$ cat config.mk
export PLATFORM = sky130hd
export DESIGN_NAME = llsc_resv_table
export DESIGN_NICKNAME = d
export VERILOG_FILES = /design/src/rtl/llsc_pkg.sv /design/src/rtl/llsc_age_counter.sv /design/src/rtl/llsc_resv_entries.sv /design/src/rtl/llsc_resv_ctrl.sv /design/src/rtl/llsc_resv_table.sv
export SDC_FILE = /design/constraint.sdc
export NUM_CORES = 1
export LEC_CHECK = 0
export BUFFER_PORTS_ARGS = -buffer_cell sky130_fd_sc_hd__buf_2
export CAP_MARGIN = 20
export CELL_PAD_IN_SITES_DETAIL_PLACEMENT = 1
export CELL_PAD_IN_SITES_GLOBAL_PLACEMENT = 1
export CORE_MARGIN = 5
export CORE_UTILIZATION = 27
export CTS_CLUSTER_DIAMETER = 30
export DETAILED_ROUTE_END_ITERATION = 8
export PLACE_DENSITY_LB_ADDON = 0.1
export SLEW_MARGIN = 20
export SYNTH_ARGS = -nofsm -noshare
export SYNTH_HDL_FRONTEND = slang
export SYNTH_HIERARCHICAL = 1
export SYNTH_SLANG_ARGS = --single-unit
export TNS_END_PERCENT = 10
$ cat constraint.sdc
create_clock -name clk -period 2.74 [get_ports clk]
set_clock_uncertainty 0.1 [all_clocks]
set_input_delay 0.137 -clock clk [delete_from_list [all_inputs] [get_ports clk]]
set_output_delay 0.137 -clock clk [all_outputs]
set_load 0.01 [all_outputs]
$ cat src/rtl/llsc_pkg.sv
package llsc_pkg;

  typedef enum logic [2:0] {
    CMD_NOP    = 3'd0,
    CMD_LL_REQ = 3'd1,
    CMD_LL_RSP = 3'd2,
    CMD_SC     = 3'd3,
    CMD_STORE  = 3'd4
  } llscCmd_e;

  // per-entry update strobes from control to datapath
  typedef struct packed {
    logic arm;   // start a reservation at reqAddr (pending)
    logic fill;  // load key, make valid
    logic kill;  // drop valid and pending
  } entryStrobe_t;

endpackage

$ cat src/rtl/llsc_age_counter.sv
module llsc_age_counter #(
  parameter int AGE_LIMIT = 8000
) (
  input  logic clk,
  input  logic rst,
  input  logic run,
  input  logic restart,
  output logic expire
);
  localparam int CNT_W = $clog2(AGE_LIMIT + 1);
  localparam logic [CNT_W-1:0] LAST = CNT_W'(AGE_LIMIT - 1);

  logic [CNT_W-1:0] count;

  assign expire = run && (count == LAST);

  always_ff @(posedge clk) begin
    if (rst || restart || !run || expire) begin
      count <= '0;
    end else begin
      count <= count + 1'b1;
    end
  end
endmodule

$ cat src/rtl/llsc_resv_entries.sv
module llsc_resv_entries
  import llsc_pkg::*;
#(
  parameter int NUM_ENTRIES = 1,
  parameter int ADDR_W      = 32,
  parameter int KEY_W       = 32,
  parameter int AGE_LIMIT   = 8000,
  parameter int IDX_W       = 1
) (
  input  logic                         clk,
  input  logic                         rst,
  input  logic [ADDR_W-1:0]            reqAddr,
  input  logic [KEY_W-1:0]             rspKey,
  input  entryStrobe_t [NUM_ENTRIES-1:0] strobes,
  input  logic [IDX_W-1:0]             selIdx,
  output logic [NUM_ENTRIES-1:0]       validVec,
  output logic [NUM_ENTRIES-1:0]       pendVec,
  output logic [NUM_ENTRIES-1:0]       addrEqVec,
  output logic [KEY_W-1:0]             selKey
);
  logic [KEY_W-1:0] keyArr [NUM_ENTRIES];

  for (genvar g = 0; g < NUM_ENTRIES; g++) begin : gEntry
    logic [ADDR_W-1:0] entAddr;
    logic [KEY_W-1:0]  entKey;
    logic              entValid;
    logic              entPend;
    logic              entExpire;

    llsc_age_counter #(.AGE_LIMIT(AGE_LIMIT)) uAge (
      .clk     (clk),
      .rst     (rst),
      .run     (entValid),
      .restart (strobes[g].arm | strobes[g].fill | strobes[g].kill),
      .expire  (entExpire)
    );

    always_ff @(posedge clk) begin
      if (rst) begin
        entAddr  <= '0;
        entKey   <= '0;
        entValid <= 1'b0;
        entPend  <= 1'b0;
      end else if (strobes[g].arm) begin
        entAddr  <= reqAddr;
        entValid <= 1'b0;
        entPend  <= 1'b1;
      end else if (strobes[g].fill) begin
        entKey   <= rspKey;
        entValid <= 1'b1;
        entPend  <= 1'b0;
      end else if (strobes[g].kill) begin
        entValid <= 1'b0;
        entPend  <= 1'b0;
      end else if (entExpire) begin
        entValid <= 1'b0;
      end
    end

    assign validVec[g]  = entValid;
    assign pendVec[g]   = entPend;
    assign addrEqVec[g] = (entAddr == reqAddr);
    assign keyArr[g]    = entKey;
  end

  always_comb begin
    selKey = '0;
    for (int i = 0; i < NUM_ENTRIES; i++) begin
      if (selIdx == IDX_W'(i)) selKey = keyArr[i];
    end
  end
endmodule

$ cat src/rtl/llsc_resv_ctrl.sv
module llsc_resv_ctrl
  import llsc_pkg::*;
#(
  parameter int NUM_ENTRIES = 1,
  parameter int IDX_W       = 1
) (
  input  logic [2:0]                     cmdIn,
  input  logic [IDX_W-1:0]               rspIdx,
  input  logic [NUM_ENTRIES-1:0]         validVec,
  input  logic [NUM_ENTRIES-1:0]         pendVec,
  input  logic [NUM_ENTRIES-1:0]         addrEqVec,
  output entryStrobe_t [NUM_ENTRIES-1:0] strobes,
  output logic                           done,
  output logic                           hit,
  output logic [IDX_W-1:0]               selIdx,
  output logic [IDX_W-1:0]               entryIdx
);
  logic [NUM_ENTRIES-1:0] busyVec, liveHit, resvHit, freeVec, evictVec;
  logic             liveFound, freeFound, evictFound, scFound, llFound;
  logic [IDX_W-1:0] liveIdx, freeIdx, evictIdx, scIdx, llIdx;

  function automatic logic [IDX_W:0] lowestSet(input logic [NUM_ENTRIES-1:0] v);
    logic [IDX_W:0] r;
    r = '0;
    for (int i = NUM_ENTRIES - 1; i >= 0; i--) begin
      if (v[i]) r = {1'b1, IDX_W'(i)};
    end
    return r;
  endfunction

  assign busyVec  = validVec | pendVec;
  assign liveHit  = busyVec & addrEqVec;
  assign resvHit  = validVec & addrEqVec;
  assign freeVec  = ~busyVec;
  assign evictVec = ~pendVec;

  assign {liveFound, liveIdx}   = lowestSet(liveHit);
  assign {freeFound, freeIdx}   = lowestSet(freeVec);
  assign {evictFound, evictIdx} = lowestSet(evictVec);
  assign {scFound, scIdx}       = lowestSet(resvHit);

  always_comb begin
    llFound = 1'b1;
    if (liveFound)       llIdx = liveIdx;
    else if (freeFound)  llIdx = freeIdx;
    else if (evictFound) llIdx = evictIdx;
    else begin
      llFound = 1'b0;
      llIdx   = '0;
    end
  end

  always_comb begin
    strobes  = '0;
    done     = 1'b1;
    hit      = 1'b0;
    selIdx   = '0;
    entryIdx = '0;
    case (cmdIn)
      CMD_LL_REQ: begin
        done = llFound;
        if (llFound) begin
          entryIdx = llIdx;
          for (int i = 0; i < NUM_ENTRIES; i++) begin
            if (llIdx == IDX_W'(i)) strobes[i].arm = 1'b1;
          end
        end
      end
      CMD_LL_RSP: begin
        for (int i = 0; i < NUM_ENTRIES; i++) begin
          if (rspIdx == IDX_W'(i) && pendVec[i]) strobes[i].fill = 1'b1;
        end
      end
      CMD_SC: begin
        if (scFound) begin
          hit      = 1'b1;
          selIdx   = scIdx;
          entryIdx = scIdx;
          for (int i = 0; i < NUM_ENTRIES; i++) begin
            if (scIdx == IDX_W'(i)) strobes[i].kill = 1'b1;
          end
        end
      end
      CMD_STORE: begin
        for (int i = 0; i < NUM_ENTRIES; i++) begin
          strobes[i].kill = liveHit[i];
        end
      end
      default: ;
    endcase
  end
endmodule

$ cat src/rtl/llsc_resv_table.sv
module llsc_resv_table
  import llsc_pkg::*;
#(
  parameter int NUM_ENTRIES = 1,
  parameter int ADDR_W      = 32,
  parameter int KEY_W       = 32,
  parameter int AGE_LIMIT   = 8000,
  localparam int IDX_W      = (NUM_ENTRIES > 1) ? $clog2(NUM_ENTRIES) : 1
) (
  input  logic              clk,
  input  logic              rst,
  input  logic [2:0]        cmdIn,
  input  logic [ADDR_W-1:0] reqAddr,
  input  logic [KEY_W-1:0]  rspKey,
  input  logic [IDX_W-1:0]  rspIdx,
  output logic              done,
  output logic              hit,
  output logic [KEY_W-1:0]  keyOut,
  output logic [IDX_W-1:0]  entryIdx
);
  entryStrobe_t [NUM_ENTRIES-1:0] strobes;
  logic [NUM_ENTRIES-1:0] validVec, pendVec, addrEqVec;
  logic [IDX_W-1:0]       selIdx;
  logic [KEY_W-1:0]       selKey;

  llsc_resv_ctrl #(.NUM_ENTRIES(NUM_ENTRIES), .IDX_W(IDX_W)) uCtrl (
    .cmdIn     (cmdIn),
    .rspIdx    (rspIdx),
    .validVec  (validVec),
    .pendVec   (pendVec),
    .addrEqVec (addrEqVec),
    .strobes   (strobes),
    .done      (done),
    .hit       (hit),
    .selIdx    (selIdx),
    .entryIdx  (entryIdx)
  );

  llsc_resv_entries #(
    .NUM_ENTRIES(NUM_ENTRIES), .ADDR_W(ADDR_W), .KEY_W(KEY_W),
    .AGE_LIMIT(AGE_LIMIT), .IDX_W(IDX_W)
  ) uEntries (
    .clk       (clk),
    .rst       (rst),
    .reqAddr   (reqAddr),
    .rspKey    (rspKey),
    .strobes   (strobes),
    .selIdx    (selIdx),
    .validVec  (validVec),
    .pendVec   (pendVec),
    .addrEqVec (addrEqVec),
    .selKey    (selKey)
  );

  assign keyOut = hit ? selKey : '0;
endmodule

Yosys cells after proc, flatten, opt, wreduce, memory -nomap -nowiden
Index checks and enable logic that the tools add are counted.

cells by class
  mux-type cells = 33
  eq/ne operators = 6
  reductions and logical operators = 10
  add/subtract/negate cells = 1
  bitwise operators = 7

operators by type and width
  kind                   count
  $mux 32                2
  $eq 32x32->1           1
  $mux 1                 25
  $add 13x1->13 const B  1
  $eq 13x13->1 const B   1
  $mux 2                 4
  $eq 3x2->1 const B     2
  $reduce_bool 3->1      2
  $pmux 1 s2             2
  $eq 3x1->1 const B     1
  $eq 3x3->1 const B     1
  $logic_or 1x1->1       3
  $or 1x1->1             3
  $and 1x1->1            2
  $logic_and 1x1->1      2
  $not 1->1              2
  $reduce_and 2->1       1
  $reduce_or 2->1        1
  $logic_not 1->1        1

storage, ports and cells
  register bits after elaboration = 79
  output and inout port bits = 35
  input port bits = 70

Logic depth before layout (Yosys ltp)
  depth in word-level cells = 12
  depth in mapped cells = 12
  depth with buffers taken out = 10

By module
The synthesis kept the hierarchy.

modules (own cells, without submodules)
  module             seq. area each (µm²)  area each (µm²)  instances  cells an instance
  llsc_resv_entries  1,321.3               2,915.3          1          331
  llsc_age_counter   260.2                 628.1            1          65
  llsc_resv_table    0.0                   255.2            1          35
  llsc_resv_ctrl     0.0                   107.6            1          14

Worst setup path before layout
Ideal clock, no wire load.

  path kind = reg2reg
  from = register uEntries.gEntry[0].entAddr[13]
  to = register uEntries.gEntry[0].uAge.count[3]
  arrival time = 1,952 ps
  required time = 2,509 ps
  path slack = 557 ps
  library setup time = 131 ps
  stages on the path, launching flop included = 13
  path through = dfxtp_1 -> xor2_1 -> nor4_1 -> nand4_1 -> nor2_1 -> nor2b_1 -> nor2b_1 -> buf_6 -> or3_1 -> nor2_1 -> nand2_1 -> clkbuf_1 -> nor3_1

RTL lines
  what                    line                     RTL
  start, declared         llsc_resv_entries.sv:24  logic [ADDR_W-1:0] entAddr;
  start signal, assigned  llsc_resv_entries.sv:45  entAddr <= reqAddr;
  end signal, assigned    llsc_age_counter.sv:21   count <= count + 1'b1;
  end, declared           llsc_age_counter.sv:13   logic [CNT_W-1:0] count;

Final worst setup path
  from = input reqAddr[9]
  to = output keyOut[0]

between the ends
  word-level cells in the longest chain between the ends = 7
  elaborated cells between the ends (all ways) = 9

ends and longest elaborated chain
  what             line                     RTL
  start, declared  llsc_resv_table.sv:13    input logic [ADDR_W-1:0] reqAddr,
  $eq 32x32->1 *   llsc_resv_entries.sv:62  assign addrEqVec[g] = (entAddr == reqAddr);
  net addrEqVec    llsc_resv_table.sv:22    logic [NUM_ENTRIES-1:0] validVec, pendVec, addrEqVec;
  $and 1x1->1 *    llsc_resv_ctrl.sv:33     assign resvHit = validVec & addrEqVec;
  $mux 2 *         llsc_resv_ctrl.sv:26     if (v[i]) r = {1'b1, IDX_W'(i)};
  $mux 1           llsc_resv_ctrl.sv:75     if (scFound) begin
  $mux 1           llsc_resv_ctrl.sv:59     case (cmdIn)
  $mux 32          llsc_resv_entries.sv:69  if (selIdx == IDX_W'(i)) selKey = keyArr[i];
  $mux 32 *        llsc_resv_table.sv:55    assign keyOut = hit ? selKey : '0;
  end, declared    llsc_resv_table.sv:18    output logic [KEY_W-1:0] keyOut,

Mark *: on every way through the listed nets, which the timed path passes. The rest lies on a longest branch.

==> impl_metrics.csv <==
group,metric,value,unit
cts,tritoncts,"yes",
timing,holdWs,0.0105,ns
timing,setup_viol_count_final,0,
worst_setup_path,worstSetupPathType,"in -> out",
routing,antenna_left,0,
floorplan,die_width,130,um
global_route,grtUsageMet3,3.27,%
placement,buffer_ports.inserted,103,
logic_synthesis,synth_edf_count,0,
logic_synthesis,synthesis.yosys.warnings,6,
global_route,total_overflow_reported_by_the_global_router,0,
global_route,grt_util_met1,16.6,%
pwr,power.static_leakage,2.23,nW
placement,place_hpwl,7570,um
logic_synthesis,yosys.area_share.simple,30.0,%
min_path,min_path_type,"in -> reg",
timing,normalized_max_slew_margin,64.5,%
logic_synthesis,synth_cell_types,42,
routing,postRouteWirelength,11100,um
timing,period_needed,2.51,ns
global_route,largest_net_degree_at_the_start_of_global_routing,34,
global_route,grt_pass1_vias,3592,
cts,clockBufferDepth,2,
timing,hold_viol_final,0,
logic_synthesis,yosys.area_share.adder,0.320,%
cells_and_area,area_delta_synth_final,39.6,%
floorplan,core_region_area,14400,um2
worst_setup_path,critical_path_peak_fanout,33,
logic_synthesis,synth-compound-area-share,8.07,%
logic_synthesis,synth_area,3910,um2
routing,vias,3489,
timing,setup-tns-final,0,ns
run,max_cap_viol_count,0,
cts,cts.reportedPaths.clkPinSlew,0.05,ns
global_route,grt_antenna_before_repair,0,
cells_and_area,multi_input_area,2160,um2
logic_synthesis,ys_dominant_reg_cell,"sky130_fd_sc_hd__dfxtp_1",
logic_synthesis,synth_xor_xnor_area_share,7.85,%
cells_and_area,antenna_cells,0,
cts,cts_max_level,3,
cts,numCtsBuffers,9,
placement,dpl.cell_count,712,
logic_synthesis,avgSynthCellArea,8.78,um2
floorplan,die_area,17000,um2
cells_and_area,fin_cells,788,
floorplan,floorplan.die.height,130,um
worst_setup_path,critical_path.startpoint_type,"input port",
global_route,grt_pass1_wl,17600,um
global_route,groute.layer.met2.usage,22.2,%
worst_setup_path,cp-end-kind,"output port",
routing,drtIter0Drc,75,
worst_setup_path,endpoint_required_time_on_the_critical_path,2.50,ns
pwr,overall_power_of_the_completed_layout,2.49,mW
cells_and_area,register_area,1580,um2
timing,layout_worst_path_cycle_share,91.6,%
pwr,power-per-cell-area,457,nW/um2
cts,number_of_sinks_driven_by_the_clock_tree,79,
logic_synthesis,proportion_of_synthesized_chip_area_in_sequential_cells,40.5,%
cells_and_area,layout.nets,673,
cts,clock_latency,0.33,ns
logic_synthesis,synth_top_family_by_area,"simple AND/OR/NAND/NOR gates",
logic_synthesis,mux_cell_area_share_after_synthesis,8.20,%
logic_synthesis,total_of_flip_flops_plus_latches_after_synthesis,79,
routing,vias_per_cell,4.43,
pwr,ir_drop,237,uV
outcome,outcome,"finished clean",
cts,cts.root.buffer_cell,"sky130_fd_sc_hd__clkbuf_16",
timing,maxSlewViolCount,0,
placement,place_congestion,0.690,
cells_and_area,num-fill-cells,1673,
worst_setup_path,arrival,2.27,ns
logic_synthesis,postSynth.asyncResetShare,0,%
floorplan,core.rowCount,44,
logic_synthesis,netlist_instances,445,
cells_and_area,layout-drive-gt1-share,28.1,%
global_route,gr-max-usage-layer,"met2",
timing,worstMarginPinSlew,0.533,ns
global_route,track_usage,13.3,%
routing,routed_wire_length_per_instance,14.0,um
worst_setup_path,reg2reg_setup_slack,0.39,ns
routing,drt-pass1-iter-count,4,
timing,max_freq,398,MHz
routing,drcViolationCount,0,
floorplan,floorplan.io_pins,105,
timing,setup_repair_after_global_routing_missed_its_margin,"false",
floorplan,initial_core_utilization,27.2,%
synth_stat cells, types with 2 or more instances:
library cell               count  area (um2)
sky130_fd_sc_hd__and4bb_2      2        25.0
sky130_fd_sc_hd__clkbuf_2      3        15.0
sky130_fd_sc_hd__dfxtp_1      79        1580
sky130_fd_sc_hd__nor3_1        4        20.0
sky130_fd_sc_hd__nand3_1       3        15.0
sky130_fd_sc_hd__a21oi_1      32         160
sky130_fd_sc_hd__nor2_1       39         146
sky130_fd_sc_hd__and2_2       33         248
sky130_fd_sc_hd__a211oi_1      4        30.0
sky130_fd_sc_hd__nand4_1       5        31.3
sky130_fd_sc_hd__a21oi_2       2        17.5
sky130_fd_sc_hd__or4_1         4        30.0
sky130_fd_sc_hd__xnor2_1       2        17.5
sky130_fd_sc_hd__inv_1         2        7.51
sky130_fd_sc_hd__or3_1         5        31.3
sky130_fd_sc_hd__o21ai_0       5        25.0
sky130_fd_sc_hd__nor2b_1      34         213
sky130_fd_sc_hd__nor4_1        8        50.1
sky130_fd_sc_hd__o31ai_1       3        22.5
sky130_fd_sc_hd__buf_6         7        78.8
sky130_fd_sc_hd__clkbuf_1      8        30.0
sky130_fd_sc_hd__nand2_1      67         251
sky130_fd_sc_hd__xor2_1       33         289
sky130_fd_sc_hd__a211oi_2      3        37.5
sky130_fd_sc_hd__mux2i_1      32         320
sky130_fd_sc_hd__buf_2         4        20.0
sky130_fd_sc_hd__buf_4         5        37.5
sky130_fd_sc_hd__nor3b_1       2        15.0
sky130_fd_sc_hd__and4b_1       2        20.0
state kept, by name, summed over array words and instances, names as in the netlist:
name	cells
uEntries/gEntry.entAddr	32
uEntries/gEntry.entKey	32
uEntries/gEntry.uAge/count	13
uEntries/pendVec	1
uEntries/validVec	1
area by class of cell:
type                       instances  area share (%)
clock buffer                      11            4.45
clock inverter                     2           0.184
inverter                           2           0.138
multi-input combinational        337            39.5
sequential                        79            29.0
tap                              184            4.22
timing repair buffer             173            22.4
per-layer routing:
metal / vias to the layer above / routed length (um) / part of all wire (%)
met5: - / 0 / 0
met2: 72 / 5070 / 46
li1: 1791 / - / -
met3: 10 / 595 / 5.4
met1: 1616 / 5240 / 47
met4: 0 / 146 / 1.3
metrics by stage:
stage          worst slack, ns  instance area (um2)  utilization [%]
6_report                 0.230                 5450             37.9
5_1_grt                 0.0333                 5450             37.9
4_1_cts                 0.0532                 5440             37.9
3_5_place_dp             0.141                 4560             31.7
3_3_place_gp             0.243                 4560             31.7
2_1_floorplan            0.557                 3910                -
logic make-up (layout without fill, tap and decap cells):
group,Yosys count,in the layout
flops,79,79
buf+inv,30,188
simple gates,215,215
fa+ha+maj,1,1
mux,32,32
other cells,1,2
compound gates,52,52
xor+xnor,35,35
placed cells by master (no fill, tap or decap), drive strengths merged, types with 3 or more instances in the layout:
cell type | synthesis | final
nand4 | 6 | 6
mux2i | 32 | 32
or4 | 4 | 4
nand3 | 4 | 4
nand2 | 67 | 67
nor3 | 4 | 4
a21oi | 34 | 34
o21ai | 5 | 5
xor2 | 33 | 33
or3 | 5 | 5
clkbuf | 11 | 11
and2 | 34 | 34
nor4 | 9 | 9
o31ai | 3 | 3
dfxtp | 79 | 79
dlygate4sd3 | 0 | 63
a211oi | 7 | 7
nor2b | 35 | 35
buf | 17 | 110
nor2 | 39 | 39
worst paths after layout:
kind                                      start                             end  depth (start not counted)
setup / recovery                     reqAddr[9]                       keyOut[0]                         10
hold / removal                      reqAddr[25]  uEntries/gEntry[0].entAddr[25]                          3
setup reg to reg  uEntries/gEntry[0].entAddr[4]   uEntries/gEntry[0].entKey[26]                          9
hold reg to reg    uEntries/gEntry[0].entKey[4]    uEntries/gEntry[0].entKey[4]                          2
critical path, cell delays in order:
cell	delay, ns
sky130_fd_sc_hd__dlygate4sd3_1	0.53
sky130_fd_sc_hd__buf_2	0.13
sky130_fd_sc_hd__xor2_1	0.14
sky130_fd_sc_hd__nor4_1	0.31
sky130_fd_sc_hd__nand4_1	0.17
sky130_fd_sc_hd__nor2_1	0.19
sky130_fd_sc_hd__and2_2	0.20
sky130_fd_sc_hd__buf_12	0.16
sky130_fd_sc_hd__and2_2	0.17
sky130_fd_sc_hd__buf_2	0.12
power by group:
group,leakage (nW),internal (mW),switching [mW]
Sequential,0.638,1.17,0.0121
Combinational,1.46,0.141,0.110
Clock,0.127,0.620,0.439
Total,2.23,1.93,0.562
timing repair:
item	CTS	global route
buffers inserted	0	0
setup endpoints to repair	0	34
endpoints found under the hold margin	63	0
hold buffers	63	0
gates resized for setup	0	2
(Power assumes the default switching activity.)
